[src/rtl/ncl_ripple_adder.sv]
module ncl_ripple_adder #(
  parameter int W = 4
) (
  input  logic         clk,
  input  logic         rst_n,
  input  logic [W-1:0] a_t,
  input  logic [W-1:0] a_f,
  input  logic [W-1:0] b_t,
  input  logic [W-1:0] b_f,
  input  logic         cin_t,
  input  logic         cin_f,
  output logic [W-1:0] s_t,
  output logic [W-1:0] s_f,
  output logic         co_t,
  output logic         co_f,
  output logic         done,
  output logic         err
);

  function automatic logic [1:0] pair_step(input logic [1:0] q,
                                           input logic t_set, input logic t_clr,
                                           input logic f_set, input logic f_clr);
    logic nf, nt;
    nf = q[0] ? !f_clr : (f_set && !q[1]);
    nt = q[1] ? !t_clr : (t_set && !q[0] && !(f_set && !q[1]));
    return {nt, nf};
  endfunction

  logic [W-1:0] at, af, bt, bf;
  logic [W:0]   ct, cf;
  logic [W-1:0] st_q, sf_q;
  logic         done_q;

  assign at = a_t & ~a_f;
  assign af = a_f & ~a_t;
  assign bt = b_t & ~b_f;
  assign bf = b_f & ~b_t;
  assign ct[0] = cin_t & ~cin_f;
  assign cf[0] = cin_f & ~cin_t;

  assign err = |(a_t & a_f) | |(b_t & b_f) | (cin_t & cin_f);

  for (genvar i = 0; i < W; i++) begin : g_stage
    logic [2:0] cy_t_in, cy_f_in;
    logic [4:0] sm_t_in, sm_f_in;
    logic [1:0] cy_q, sm_q;

    assign cy_t_in = {at[i], bt[i], ct[i]};
    assign cy_f_in = {af[i], bf[i], cf[i]};
    assign sm_t_in = {cy_q[0], cy_q[0], at[i], bt[i], ct[i]};
    assign sm_f_in = {cy_q[1], cy_q[1], af[i], bf[i], cf[i]};

    always_ff @(posedge clk or negedge rst_n) begin
      if (!rst_n) begin
        cy_q <= 2'b00;
        sm_q <= 2'b00;
      end else begin
        cy_q <= pair_step(cy_q, $countones(cy_t_in) >= 2, cy_t_in == 3'b000,
                                $countones(cy_f_in) >= 2, cy_f_in == 3'b000);
        sm_q <= pair_step(sm_q, $countones(sm_t_in) >= 3, sm_t_in == 5'b00000,
                                $countones(sm_f_in) >= 3, sm_f_in == 5'b00000);
      end
    end

    assign ct[i+1] = cy_q[1];
    assign cf[i+1] = cy_q[0];
    assign st_q[i] = sm_q[1];
    assign sf_q[i] = sm_q[0];
  end

  logic all_data, all_null;
  assign all_data = (&(st_q | sf_q)) & (ct[W] | cf[W]);
  assign all_null = ~(|(st_q | sf_q) | ct[W] | cf[W]);

  always_ff @(posedge clk or negedge rst_n) begin
    if (!rst_n)        done_q <= 1'b0;
    else if (all_data) done_q <= 1'b1;
    else if (all_null) done_q <= 1'b0;
  end

  assign s_t  = st_q;
  assign s_f  = sf_q;
  assign co_t = ct[W];
  assign co_f = cf[W];
  assign done = done_q;

endmodule

[config.mk]
export PLATFORM = sky130hd
export DESIGN_NAME = ncl_ripple_adder
export DESIGN_NICKNAME = d
export VERILOG_FILES = /design/src/rtl/ncl_ripple_adder.sv
export SDC_FILE = /design/constraint.sdc
export NUM_CORES = 1
export LEC_CHECK = 0
export BUFFER_PORTS_ARGS = -buffer_cell sky130_fd_sc_hd__clkbuf_2
export CORE_ASPECT_RATIO = 0.7
export CORE_UTILIZATION = 45
export CTS_CLUSTER_DIAMETER = 40
export DETAILED_ROUTE_END_ITERATION = 16
export PLACE_DENSITY = 0.67
export SLEW_MARGIN = 30
export SYNTH_ARGS = -nofsm -noshare
export SYNTH_HDL_FRONTEND = slang
export SYNTH_SLANG_ARGS = --single-unit
export TNS_END_PERCENT = 5
[constraint.sdc]
create_clock -name clk -period 2.4 [get_ports clk]
set_input_delay 0.36 -clock clk [delete_from_list [all_inputs] [get_ports clk]]
set_output_delay 0.36 -clock clk [all_outputs]
set_load 0.01 [all_outputs]
==> Word level (Yosys, flattened, before mapping) <==
Cells that the tools add are included.
{ "word_totals": {"reg_bits": 17, "input_bits": 20, "output_inout_bits": 12, "wordCells": 190} }
{ "classes": {"addsub": 40, "magnitude_cmp": 16, "n_eq_ne": 1, "muxes": 18, "bitwise": 22, "reduce_logical": 84} }
{ "op_table": {"columns": ["cell", "count"], "rows": [
  ["$add 32x1->32", 8],
  ["$ge 32x3->1 const B", 8],
  ["$logic_not 1->1", 40],
  ["$logic_not 5->1", 8],
  ["$add 1x1->2", 16],
  ["$add 3x1->4", 8],
  ["$ge 4x2->1 const B", 8],
  ["$add 2x2->3", 8],
  ["$and 4x4->4", 6],
  ["$logic_and 1x1->1", 24],
  ["$logic_not 3->1", 8],
  ["$mux 1", 18],
  ["$not 4->4", 4],
  ["$reduce_or 4->1", 3],
  ["$or 1x1->1", 5],
  ["$and 1x1->1", 4],
  ["$or 4x4->4", 1],
  ["$reduce_and 4->1", 1],
  ["$ne 2x2->1 const B", 1],
  ["$not 1->1", 2]
]} }

==> Depth between registers and ports, before layout <==
{ "depth": {"word_depth": 10, "depth_mapped": 9, "mapped_depth_nobuf": 9} }

==> Least setup slack after synthesis <==
No wires, ideal clock.
{ "synth_path": {"kind": "input to register", "from": "input b_t[0]", "to": "register g_stage[0].sm_q[1]", "setup_time_ns": 0.067, "arrival_ns": 2.009, "slack_ns": 0.324, "cell_stages": 8, "n_path_buf": 0, "cell_sequence": "nor2b_1 ha_1 ha_1 inv_1 fa_1 nand2b_1 a211oi_1 a32o_1"} }
{ "synth_via": {"elab_chain_cells": 10} }
{ "synth_rtl": {"columns": ["item", "line", "rtl"], "rows": [
  ["from (decl)", "8", "input logic [W-1:0] b_t,"],
  ["$not 4->4", "37", "assign bf = b_f & ~b_t;"],
  ["$and 4x4->4", "37", null],
  ["$add 1x1->2 (implied by the code)", "61", "$countones(sm_f_in) >= 3, sm_f_in == 5'b00000);"],
  ["$add 2x2->3 (implied by the code)", "61", null],
  ["$add 3x1->4 (implied by the code)", "61", null],
  ["$ge 4x2->1", "61", null],
  ["$logic_and 1x1->1", "25", "nt = q[1] ? !t_clr : (t_set && !q[0] && !(f_set && !q[1]));"],
  ["$logic_not 1->1", "25", null],
  ["$logic_and 1x1->1", "25", null],
  ["$mux 1 *", "25", null],
  ["to (signal assigned)", "60", "sm_q <= pair_step(sm_q, $countones(sm_t_in) >= 3, sm_t_in == 5'b00000,"],
  ["to (decl)", "46", "logic [1:0] cy_q, sm_q;"]
]} }
Mark *: on every way between the ends. The rest lies on a longest branch, timed or not.
A chain may end at the register's enable or synchronous reset.

==> Worst setup path after layout <==
{ "layout_path": {"from": "register g_stage[0].cy_q[0]", "to": "register g_stage[1].sm_q[1]"} }
{ "layout_via": {"elab_chain_cells": 8} }
{ "layout_rtl": {"columns": ["item", "line", "rtl"], "rows": [
  ["from (decl)", "46", null],
  ["from (signal assigned)", "58", "cy_q <= pair_step(cy_q, $countones(cy_t_in) >= 2, cy_t_in == 3'b000,"],
  ["$add 1x1->2 (implied by the code)", "61", null],
  ["$add 2x2->3 (implied by the code)", "61", null],
  ["$add 3x1->4 (implied by the code)", "61", null],
  ["$ge 4x2->1", "61", null],
  ["$logic_and 1x1->1", "25", null],
  ["$logic_not 1->1", "25", null],
  ["$logic_and 1x1->1", "25", null],
  ["$mux 1", "25", null],
  ["to (signal assigned)", "60", null],
  ["to (decl)", "46", null]
]} }
Every way passes these cells.

==> metrics.md <==
| Metric | Value |
|---|---|
| Outcome | `finished clean` |
| Layout cells sized above 1 | `19.9%` |
| CTS sink count | `17` |
| Post-Syn Area | `about 0.0017 mm^2` |
| TritonCTS clock tree | `yes` |
| Seq/Total Area, Yosys | `25.1%` |
| Worst-Skew Late Latency | `250 ps` |
| Final Wtd Congestion | `0.891` |
| Yosys cell types | `30` |
| Antenna violations before repair | `0` |
| VDD IR-drop max | `0.000389 V` |
| Core Region | `0.00356 mm^2` |
| Largest area contributor in the netlist | `dfrtp_1` |
| DP Wirelength | `3190 um` |
| Routed wire length per instance | `13.5 um` |
| Vias in the first global route | `roughly 1400` |
| Crit-path cells | `inv_1 > ha_1 > ha_1 > fa_1 > a21oi_1 > o21ai_0 > o31ai_1` |
| Setup crit end kind | `flip-flop` |
| Detailed Routing Iterations Pass 1 | `4` |
| Max-cap viol count | `0` |
| Most frequent cells in the layout | `39 x inv_1, 31 x clkbuf_2, 23 x ha_1, 17 x dfrtp_1, 16 x nand2b_1` |
| NumNets Final | `275` |
| CP Buf/Inv Count | `1` |
| CP startpoint | `g_stage[0].cy_q[0]` |
| Die Y | `about 53 um` |
| Top post-synthesis cells by area | `dfrtp_1 25%, fa_1 18%, ha_1 17%, inv_1 8.6%, nand2b_1 5.9%` |
| Cell count after synthesis | `178` |
| TritonCTS Buffers | `3` |
| Clk buf depth | `2` |
| Commonest non-fill, non-tap cell in the layout | `inv_1` |
| Final Max Tran Viols | `0` |
| Stages on worst setup path | `7` |
| Critical path's largest stage delay | `450 ps` |
| Critical path data arrival time | `2330 ps` |
| Diode count | `0` |
| Power Density | `737 mW/mm^2` |
| Final setup fails | `0` |
| Largest net degree at the start of global routing | `18` |
| Antenna Nets Post-Route | `0` |
| Slowest CP cell | `dfrtp_1` |
| Synth top area share | `25.1%` |
| I/O Buffers | `31` |
| Final clock skew | `4.47 ps` |
| Vias per cell | `5.13` |
| Gr usage total | `21.4%` |
| Crit path kind | `reg2reg` |
| Starting Density | `47.6%` |
| Worst slew margin | `71.1%` |
| I/O pin cnt | `32` |
| RSZ-0062 raised after global routing | `false` |
| Post-cts sizing count | `0` |
| Fin util | `between 50% and 60%` |
| CP most frequent cell | `ha_1` |
| Reg clk slew, reported paths | `~70 ps` |
| Cell family with most CP delay | `adder cells` |
| Hold_buf cts | `0` |
| Syn. warnings | `0` |
| Die X | `75.3 um` |
| Req. time, crit path | `2560 ps` |
| First-pass GRT wire length | `6280 um` |
| Leak | `1.03 nW` |
| Min-Delay Path Class | `in2async` |
| DRC | `0` |
| Period utilisation layout | `between 90 and 100%` |
| Worst setup SP type | `flip-flop` |
| Yosys reg bits | `17` |
| Total gr overflow | `0` |
| CP max FO | `5` |
| Final WL | `3600 um` |
| Number of core rows | `18` |
| FF-to-FF Start | `g_stage[0].cy_q[0]` |
| FMAX | `460 MHz` |
| Syn_area_per_cell | `approximately 9.5 um^2` |
| Worst Reg-to-Reg Cells | `7` |
| Root Driver | `clkbuf_8` |
| Count of final hold-check violations | `0` |
| Detailed Route Iter0 Violations | `86` |
| Die area | `0.00402 mm^2` |
| Setup Fix Bufs, Post-CTS | `0` |
| H-tree depth | `1` |
| Worst-Margin Slew | `433 ps` |
| Final worst path period need | `2170 ps` |
| Synth Net Count | `around 240` |
| Layout area overhead | `16.9%` |
| DR vias | `1365` |
| Fin Setup TNS | `0 ps` |
| Filler instances | `344` |
-- synth_stat cells --
library cell / instances
a22o_1: 3
nand2b_1: 16
o22ai_1: 1
a31o_2: 4
a222oi_1: 1
nand3_1: 6
fa_1: 15
a221oi_1: 1
nand2_1: 3
a32o_1: 3
nand3b_1: 1
ha_1: 23
nand4_1: 1
a22oi_1: 1
nor3_1: 4
dfrtp_1: 17
o31ai_1: 4
o2bb2ai_1: 1
a21o_1: 2
o22a_1: 1
nor4_2: 1
nor2_1: 9
nor2b_1: 6
a21oi_1: 6
o21bai_1: 1
a211oi_1: 1
o21a_1: 3
inv_1: 39
o21ai_0: 3
a31oi_1: 1
-- state kept, by name, summed over array words and instances, names as in the netlist --
| name | flops |
|---|---|
| g_stage.cy_q | 8 |
| done | 1 |
| g_stage.sm_q | 8 |
-- metrics by stage --
step	cells	instance area [um^2]	hold slack [ps]	power (mW)	setup slack (ps)
after floorplan	178	1690	64.4	0.978	324
after global placement	262	1930	324	1.21	168
after detailed placement	262	1930	328	1.26	86.1
after CTS	266	1980	52.5	1.48	219
after global routing	266	1980	77.1	1.61	64.5
final	266	1980	31.8	1.46	226
-- report_power, final --
group	internal, mW	switching [mW]	total (mW)	leakage, nW
sequential	0.389	0.133	0.522	0.222
combinational	0.327	0.399	0.726	0.779
clock	0.115	0.0983	0.213	0.0255
total	0.831	0.630	1.46	1.03
-- area by class of cell --
class / instances / area, um^2 / share of cell area, %
clock inverters: 1 / 5.00 / 0.253
inverters: 39 / 146 / 7.39
repair buffers: 34 / 178 / 8.97
clock buffers: 3 / 41.3 / 2.08
flip-flops and latches: 17 / 425 / 21.5
well taps: 50 / 62.6 / 3.16
multi-input cells: 122 / 1120 / 56.7
-- path summary, 6_finish.rpt --
check / endpoint / slack, ps
setup / recovery: g_stage[1].sm_q[1] / 230
hold / removal: done / 30
setup reg to reg: g_stage[1].sm_q[1] / 230
hold reg to reg: done / 510
max in group asynchronous: g_stage[2].cy_q[1] / 2060
min in group clk: g_stage[1].cy_q[1] / 490
-- cells by family (layout without fill, tap and decap cells) --
kind of cell,count (synthesis),count (layout),synth area share (%)
fa+ha+maj,38,38,34.7
compound gates,37,37,16.2
simple gates,47,47,15.3
flops,17,17,25.1
buf+inv,39,77,8.64
-- worst reg2reg max path: stages, from the launching register on --
cell and delay [ps]:
dfrtp_1 450, inv_1 150, ha_1 320, ha_1 200, fa_1 440, a21oi_1 200, o21ai_0 120, o31ai_1 210
-- layer usage --
metal	vias up	GRT usage [%]	wire [um]
met5	-	0	0
met4	0	3.70	14
met3	2	3.43	159
met2	33	35.0	1690
met1	662	30.2	1730
li1	668	-	-
Power figures use the tool's default switching activity.
